$ cat src/rtl/qdac_pkg.sv
package qdac_pkg;
  localparam int NCH   = 4;
  localparam int CHW   = $clog2(NCH);
  localparam int DW    = 16;
  localparam int PDW   = 2;

  localparam logic [1:0] LD_STAGE  = 2'b00;
  localparam logic [1:0] LD_DIRECT = 2'b01;
  localparam logic [1:0] LD_SWEEP  = 2'b10;
  localparam logic [1:0] LD_BCAST  = 2'b11;

  typedef enum logic [2:0] {
    ST_IDLE, ST_ADDR, ST_CTRL, ST_MSB, ST_LSB, ST_TX, ST_WAIT
  } busState_t;

  typedef struct packed {
    logic       ctrlLoad;
    logic       msbLoad;
    logic       commit;
    logic [7:0] rxByte;
  } strobes_t;
endpackage

$ cat src/rtl/qdac_ctrl.sv
module qdac_ctrl
  import qdac_pkg::*;
#(
  parameter logic [4:0] BASE_ADDR = 5'b10011
) (
  input  logic       clk,
  input  logic       rstN,
  input  logic       sclIn,
  input  logic       sdaIn,
  input  logic [1:0] addrLow,
  input  logic [7:0] txByte,
  input  logic       drvEn,
  output strobes_t   strb,
  output logic [1:0] txIdx,
  output logic       sdaOe,
  output logic       sclSync,
  output busState_t  busState
);
  logic [1:0] sclPipe, sdaPipe;
  logic       sclPrev, sdaPrev;
  logic       sclS, sdaS;
  logic       startDet, stopDet, sclRise, sclFall;
  logic       byteDone, ackDone, addrHit;
  logic [3:0] bitCnt;
  logic [7:0] rxSh, txSh;

  // two-flop synchronizers plus one history flop for edge detection
  always_ff @(posedge clk or negedge rstN) begin
    if (!rstN) begin
      sclPipe <= 2'b11;
      sdaPipe <= 2'b11;
      sclPrev <= 1'b1;
      sdaPrev <= 1'b1;
    end else begin
      sclPipe <= {sclPipe[0], sclIn};
      sdaPipe <= {sdaPipe[0], sdaIn};
      sclPrev <= sclPipe[1];
      sdaPrev <= sdaPipe[1];
    end
  end

  assign sclS     = sclPipe[1];
  assign sdaS     = sdaPipe[1];
  assign sclSync  = sclS;
  assign startDet = sclS & sclPrev & sdaPrev & ~sdaS;
  assign stopDet  = sclS & sclPrev & ~sdaPrev & sdaS;
  assign sclRise  = sclS & ~sclPrev;
  assign sclFall  = ~sclS & sclPrev;
  assign byteDone = sclFall && (bitCnt == 4'd8);
  assign ackDone  = sclFall && (bitCnt == 4'd9);
  assign addrHit  = (rxSh[7:1] == {BASE_ADDR, addrLow});

  always_comb begin
    strb.ctrlLoad = byteDone && (busState == ST_CTRL);
    strb.msbLoad  = byteDone && (busState == ST_MSB);
    strb.commit   = byteDone && (busState == ST_LSB);
    strb.rxByte   = rxSh;
  end

  always_ff @(posedge clk or negedge rstN) begin
    if (!rstN) begin
      busState <= ST_IDLE;
      bitCnt   <= '0;
      rxSh     <= '0;
      txSh     <= '0;
      txIdx    <= '0;
      sdaOe    <= 1'b0;
    end else if (startDet) begin
      busState <= ST_ADDR;
      bitCnt   <= '0;
      sdaOe    <= 1'b0;
    end else if (stopDet) begin
      busState <= ST_IDLE;
      bitCnt   <= '0;
      sdaOe    <= 1'b0;
    end else begin
      unique case (busState)
        ST_IDLE: ;
        ST_WAIT: begin
          if (ackDone) sdaOe <= 1'b0;
        end
        ST_TX: begin
          if (sclRise) begin
            if (bitCnt < 4'd8) bitCnt <= bitCnt + 4'd1;
            else if (bitCnt == 4'd8) begin
              if (sdaS) busState <= ST_WAIT;   // controller NACK ends the read
              else      bitCnt   <= 4'd9;
            end
          end else if (sclFall) begin
            if (bitCnt == 4'd9) begin
              txSh   <= txByte;
              sdaOe  <= drvEn & ~txByte[7];
              txIdx  <= (txIdx == 2'd3) ? 2'd3 : txIdx + 2'd1;
              bitCnt <= '0;
            end else if (bitCnt == 4'd8) begin
              sdaOe <= 1'b0;
            end else if (bitCnt != 4'd0) begin
              sdaOe <= drvEn & ~txSh[6];
              txSh  <= {txSh[6:0], 1'b1};
            end
          end
        end
        default: begin
          if (sclRise && (bitCnt < 4'd8)) begin
            rxSh   <= {rxSh[6:0], sdaS};
            bitCnt <= bitCnt + 4'd1;
          end else if (byteDone) begin
            bitCnt <= 4'd9;
            unique case (busState)
              ST_ADDR: begin
                if (addrHit) begin
                  sdaOe    <= 1'b1;
                  txIdx    <= '0;
                  busState <= rxSh[0] ? ST_TX : ST_CTRL;
                end else begin
                  busState <= ST_WAIT;
                end
              end
              ST_CTRL: begin sdaOe <= 1'b1; busState <= ST_MSB;  end
              ST_MSB:  begin sdaOe <= 1'b1; busState <= ST_LSB;  end
              default: begin sdaOe <= 1'b1; busState <= ST_WAIT; end
            endcase
          end else if (ackDone) begin
            sdaOe  <= 1'b0;
            bitCnt <= '0;
          end
        end
      endcase
    end
  end
endmodule

$ cat src/rtl/qdac_dpath.sv
module qdac_dpath
  import qdac_pkg::*;
(
  input  logic               clk,
  input  logic               rstN,
  input  logic [1:0]         addrHigh,
  input  strobes_t           strb,
  input  logic [1:0]         txIdx,
  output logic [7:0]         txByte,
  output logic               drvEn,
  output logic               match,
  output logic [NCH*DW-1:0]  dacCodes,
  output logic [NCH*PDW-1:0] pdModes
);
  logic [7:0]     ctrlReg, msbReg;
  logic [DW-1:0]  stageReg [NCH];
  logic [DW-1:0]  liveReg  [NCH];
  logic [PDW-1:0] pdReg    [NCH];
  logic [CHW-1:0] sel;
  logic [1:0]     mode;
  logic           pdFlag;
  logic [DW-1:0]  newWord;
  logic [2:0]     effIdx;

  assign sel     = ctrlReg[2:1];
  assign mode    = ctrlReg[5:4];
  assign pdFlag  = ctrlReg[0];
  assign match   = (ctrlReg[7:6] == addrHigh) || (mode == LD_BCAST);
  assign newWord = {msbReg, strb.rxByte};

  always_ff @(posedge clk or negedge rstN) begin
    if (!rstN) begin
      ctrlReg <= '0;
      msbReg  <= '0;
      for (int ch = 0; ch < NCH; ch++) begin
        stageReg[ch] <= '0;
        liveReg[ch]  <= '0;
        pdReg[ch]    <= '0;
      end
    end else begin
      if (strb.ctrlLoad) ctrlReg <= strb.rxByte;
      if (strb.msbLoad)  msbReg  <= strb.rxByte;
      if (strb.commit && match) begin
        for (int ch = 0; ch < NCH; ch++) begin
          if (pdFlag) begin
            if (mode == LD_BCAST || CHW'(ch) == sel) pdReg[ch] <= msbReg[7:6];
          end else begin
            unique case (mode)
              LD_STAGE: begin
                if (CHW'(ch) == sel) stageReg[ch] <= newWord;
              end
              LD_DIRECT: begin
                if (CHW'(ch) == sel) begin
                  stageReg[ch] <= newWord;
                  liveReg[ch]  <= newWord;
                end
              end
              LD_SWEEP: begin
                if (CHW'(ch) == sel) begin
                  stageReg[ch] <= newWord;
                  liveReg[ch]  <= newWord;
                end else begin
                  liveReg[ch]  <= stageReg[ch];
                end
              end
              default: begin
                stageReg[ch] <= newWord;
                liveReg[ch]  <= newWord;
              end
            endcase
          end
        end
      end
    end
  end

  // read byte order: optional status byte, then high and low halves
  assign effIdx = {1'b0, txIdx} + {2'b00, ~pdFlag};
  always_comb begin
    unique case (effIdx)
      3'd0:    txByte = {pdReg[sel], 6'b111111};
      3'd1:    txByte = liveReg[sel][15:8];
      3'd2:    txByte = liveReg[sel][7:0];
      default: txByte = 8'hFF;
    endcase
  end
  assign drvEn = match;

  for (genvar g = 0; g < NCH; g++) begin : g_pack
    assign dacCodes[g*DW +: DW]  = liveReg[g];
    assign pdModes[g*PDW +: PDW] = pdReg[g];
  end
endmodule

$ cat src/rtl/qdac_i2c_target.sv
module qdac_i2c_target
  import qdac_pkg::*;
#(
  parameter logic [4:0] BASE_ADDR = 5'b10011
) (
  input  logic               clk,
  input  logic               rstN,
  input  logic               sclIn,
  input  logic               sdaIn,
  input  logic [3:0]         addrPins,
  output logic               sdaOe,
  output logic [NCH*DW-1:0]  dacCodes,
  output logic [NCH*PDW-1:0] pdModes
);
  strobes_t   strb;
  logic [1:0] txIdx;
  logic [7:0] txByte;
  logic       drvEn, match, sclSync;
  busState_t  busState;

  qdac_ctrl #(.BASE_ADDR(BASE_ADDR)) u_ctrl (
    .clk(clk), .rstN(rstN), .sclIn(sclIn), .sdaIn(sdaIn),
    .addrLow(addrPins[1:0]), .txByte(txByte), .drvEn(drvEn),
    .strb(strb), .txIdx(txIdx), .sdaOe(sdaOe), .sclSync(sclSync),
    .busState(busState)
  );

  qdac_dpath u_dpath (
    .clk(clk), .rstN(rstN), .addrHigh(addrPins[3:2]), .strb(strb),
    .txIdx(txIdx), .txByte(txByte), .drvEn(drvEn), .match(match),
    .dacCodes(dacCodes), .pdModes(pdModes)
  );
endmodule

$ cat config.mk
export PLATFORM = sky130hd
export DESIGN_NAME = qdac_i2c_target
export DESIGN_NICKNAME = d
export VERILOG_FILES = /design/src/rtl/qdac_pkg.sv /design/src/rtl/qdac_ctrl.sv /design/src/rtl/qdac_dpath.sv /design/src/rtl/qdac_i2c_target.sv
export SDC_FILE = /design/constraint.sdc
export NUM_CORES = 1
export LEC_CHECK = 0
export BUFFER_PORTS_ARGS = -buffer_cell sky130_fd_sc_hd__buf_2
export CAP_MARGIN = 20
export CORE_MARGIN = 2
export CORE_UTILIZATION = 50
export CTS_CLUSTER_SIZE = 40
export DETAILED_ROUTE_END_ITERATION = 8
export GPL_TIMING_DRIVEN = 0
export PLACE_DENSITY = 0.69
export SETUP_SLACK_MARGIN = 0.5
export SLEW_MARGIN = 5
export SYNTH_ARGS = -nofsm -noshare
export SYNTH_HDL_FRONTEND = slang
export SYNTH_HIERARCHICAL = 1
export SYNTH_SLANG_ARGS = --single-unit
export TNS_END_PERCENT = 30
$ cat constraint.sdc
create_clock -name clk -period 3.5 [get_ports clk]
set_input_delay 0.7 -clock clk [delete_from_list [all_inputs] [get_ports clk]]
set_output_delay 0.7 -clock clk [all_outputs]
set_load 0.005 [all_outputs]
Word-level counts from Yosys, hierarchy flattened
Index checks and enable logic that the tools add are counted.

operators by class
  add/subtract/negate cells = 3
  magnitude comparators = 2
  equal/unequal tests = 44
  muxes and demuxes = 72
  bitwise gates (word level) = 23
  reduce and logical (&&, ||, !) cells = 41

operator list
  operator            count
  $mux 16             14
  $pmux 16 s3         4
  $mux 4              11
  $bmux 16 s2         1
  $mux 3              10
  $pmux 8 s3          1
  $mux 7              3
  $mux 2              10
  $reduce_and 4->1    5
  $ne 4x1->1 const B  4
  $reduce_and 7->1    2
  $not 1->1           13
  $mux 1              12
  $ne 2x1->1 const B  6
  $ne 4x2->1 const B  3
  $reduce_and 3->1    4
  $reduce_and 6->1    2
  $ne 5x1->1 const B  2
  $reduce_and 10->1   1
  $and 1x1->1         9
  $eq 3x2->1 const B  3
  $eq 3x3->1 const B  3
  $pmux 3 s3          1
  $eq 4x4->1 const B  2
  other kinds (35)    59

storage, ports and cells
  register bits after elaboration = 183
  bits of input ports = 8
  output and inout bits = 73
  word-level logic and storage cells = 209

Longest topological paths before layout
  depth in word-level cells = 13
  mapped depth = 10
  gate-level depth less buffers = 10

Cells and area by module
The synthesis kept the hierarchy.

by module, submodules not included
  module      instances  cells an instance  area an instance (um^2)  sequential area each (um^2)
  qdac_dpath  1          485                7374.6                   3778.6
  qdac_ctrl   1          184                1839.3                   783.3

Worst setup path after synthesis
No wires, ideal clock.

  path kind = flip-flop to flip-flop
  start point = register u_ctrl.sclPrev
  end point = register u_dpath.liveReg (netlist bit u_dpath/dacCodes[21])
  library setup time = 125 ps
  arrival time = 2761 ps
  data required time = 3375 ps
  slack = 614 ps
  cell stages (with the launch flop) = 8
  buffers on the path = 1
  clock period less this slack = 2886 ps
  cells stage by stage = dfstp_2 -> ha_1 -> nand4b_1 -> nor4_1 -> nand2_1 -> nor3_2 -> buf_4 -> mux2_2

RTL lines
  element                          line              text
  from (decl)                      qdac_ctrl.sv:20   logic sclPrev, sdaPrev;
  from (signal assigned)           qdac_ctrl.sv:37   sclPrev <= sclPipe[1];
  to (signal, indexed assignment)  qdac_dpath.sv:55  liveReg[ch] <= newWord;
  to (signal, indexed assignment)  qdac_dpath.sv:61  liveReg[ch] <= newWord;
  to (signal, indexed assignment)  qdac_dpath.sv:63  liveReg[ch] <= stageReg[ch];
  to (decl)                        qdac_dpath.sv:17  logic [DW-1:0] liveReg [NCH];

==> results.yml <==
outcome:
  run_status: "finished, final reports clean"
setup_path:
  start_kind: "register"
  r2r_setup_slack_ns: 0.64
  crit_buf_inv: 2
  rr_endpoint: "u_dpath/stageReg[22]"
  cp.arrival_ns: 3.18
  cp_slowest_stage_delay_ns: 0.55
  worstPathMaxFanout: 10
  critPathKind: "register to register"
  path_delay_family: "simple AND/OR/NAND/NOR gates"
  cp-end-kind: "register"
  crit_chain: "ha_1, nand4b_1, nor4_4, buf_4, nor2b_1, nand3_2, buf_2, mux2_2"
  r2r_start: "u_ctrl/sclPrev"
  r2r_cells: 8
  critPathSlowestCell: "dfstp_2"
  crit_required_ns: 3.81
place:
  dp.cells: 978
  gp_congestion: 0.813
  dpl_cell_area_mm2: 0.00993
  hpwl_um: 15600
  dpl_worst_slack_ns: -0.433
  portBuffers: 80
sta:
  final.setup.worst_slack_ns: 0.638
  worstMarginPinSlew_ns: 0.854
  slew_headroom: 0.428
  hold_viol_final: 0
  rsz0062_at_grt: "no"
  timing.final.crit_share: 0.818
  skew_ns: 0.00987
  setup_viol: 0
  tns_ns: 0
  layout_min_cycle_time_ns: 2.86
  holdWs_ns: 0.212
  max_freq_mhz: 349
  drv_slew: 0
global_route:
  grt_max_degree: 115
  grt_usage: 0.241
  antenna_found_initial: 0
  grt_pass1_vias: 6218
  overflow: 0
  grt_pass1_wl_um: 35900
finish:
  nets: 790
  fin_util: 0.588
  syn2layout_area_growth_pct: 15.1
  fin_cells: 1015
  drive_gt1_frac: 0.522
  diodes: 0
  fin_area_mm2: 0.0106
die:
  core_area_mm2: 0.0180
  dieArea_mm2: 0.0195
  start_util: 0.511
  die_x_um: 140
  rows: 49
  die_h_um: 140
  num_io_pins: 81
power_and_ir_drop:
  p_clk_frac: 0.330
  intPower_mw: 3.93
  combPwrFrac: 0.257
  ir_drop_uv: 392
  power.leakage_nw: 5.33
  swShare: 0.331
  p_seq_frac: 0.414
  p_sw_mw: 1.94
  finalPower_mw: 5.88
  cellPowerDensity_mw_per_mm2: 554
synth:
  syn_area_per_cell_um2: 13.8
  synthesis.nets: 685
  netlist_area_mm2: 0.00921
  syn_inst: 668
  synth_warnings: 6
route:
  wl_per_cell_um: 22.5
  drt_iter0_markers: 386
  drc_errors: 0
  top_layer_used: "met4"
  vias: 5979
  drtPass1Iterations: 4
  met2_length_um: 11700
  wl_met3_um: 965
  via_per_inst: 5.89
  wirelength_um: 22900
  m1WireLength_um: 9810
  ant_nets: 0
clocking:
  clkTransAtPathRegs_ns: 0.07
  cts_buffers: 17
  tritoncts: "yes"
  cts_max_level: 4
  clock-sinks: 182
  clk-insertion-delay-late_ns: 0.43
  cts_root_buffer: "clkbuf_16"
  clock_path_buffers: 2
worst_hold_path:
  hp-class: "input port to async pin"
flow_run:
  cap_viol_max_count: 0
==> metal layers <==
| layer | GRT usage | up-vias |
|---|---|---|
| met1 | 0.317 | 3131 |
| met5 | 0 | - |
| met3 | 0.0471 | 28 |
| met2 | 0.407 | 142 |
| met4 | 0.0689 | 0 |
| li1 | - | 2678 |
==> layout by cell type, fill, tap and decap left out, types with 4 or more instances in the layout <==
cell type / instances
mux2_2: 188
dfrtp_1: 176
buf_2: 97
mux2_4: 30
nor2_1: 21
mux4_2: 18
clkbuf_16: 17
o21ai_0: 17
a21oi_1: 15
nand2_1: 15
inv_1: 14
clkbuf_1: 12
nand2b_1: 12
ha_1: 9
buf_4: 9
mux2i_1: 7
o22ai_1: 7
dfstp_2: 6
nor2b_1: 5
nand4_1: 5
nand3b_1: 5
buf_6: 5
a31oi_1: 5
inv_8: 4
nand3_1: 4
xor2_1: 4
nor3_4: 4
o211ai_1: 4
==> final cells by class <==
type	count	area [um2]
Timing Repair Buffer	86	475
Tap cell	229	287
Clock inverter	14	165
Clock buffer	18	429
Multi-Input combinational cell	428	4330
Buffer	43	297
Sequential cell	182	4560
Fill cell	1467	7420
Inverter	15	56.3
==> worst max-delay path by stage <==
| stage | startpoint | end | slack (ns) | depth (start not counted) |
|---|---|---|---|---|
| after CTS | u_ctrl/sclPrev | u_dpath/stageReg[14] | 0.46 | 8 |
| after global placement | rstN | u_dpath/stageReg[9] | -1.08 | 1 |
| final | u_ctrl/sclPrev | u_dpath/stageReg[22] | 0.64 | 8 |
| after detailed placement | u_ctrl/sclPrev | u_dpath/dacCodes[6] | -0.43 | 7 |
| after global routing | u_ctrl/bitCnt[0] | u_dpath/stageReg[31] | 0.53 | 9 |
| after floorplan | u_ctrl/sclPrev | u_dpath/dacCodes[21] | 0.61 | 7 |
==> sequential cells by signal, indices dropped and copies added, names as in the netlist <==
name              flops
u_dpath/dacCodes     64
u_dpath/stageReg     64
u_ctrl/rxSh           8
u_dpath/msbReg        8
u_dpath/pdModes       8
u_ctrl/txSh           7
u_dpath/ctrlReg       7
u_ctrl/bitCnt         4
u_ctrl/busState       3
u_ctrl/sclPipe        2
u_ctrl/sdaPipe        2
u_ctrl/txIdx          2
u_ctrl/sclPrev        1
u_ctrl/sdaOe          1
u_ctrl/sdaPrev        1
==> power groups by stage <==
| stage | logic (mW) | registers (mW) | clock network [mW] |
|---|---|---|---|
| floorplan | 1.10 | 2.41 | 0 |
| global placement | 1.43 | 2.46 | 0 |
| detailed placement | 1.47 | 2.47 | 0 |
| CTS | 1.49 | 2.43 | 1.97 |
| global route | 1.64 | 2.46 | 2.06 |
| finish | 1.51 | 2.43 | 1.94 |
==> what timing repair did <==
item,CTS,global route
endpoints found under the hold margin,0,0
pin swaps,5,1
resized for setup,5,3
gates cloned,0,0
hold buffers,0,0
setup endpoints to repair,128,67
buffers inserted,4,1
Note: power is estimated with default switching activity, not from simulation.
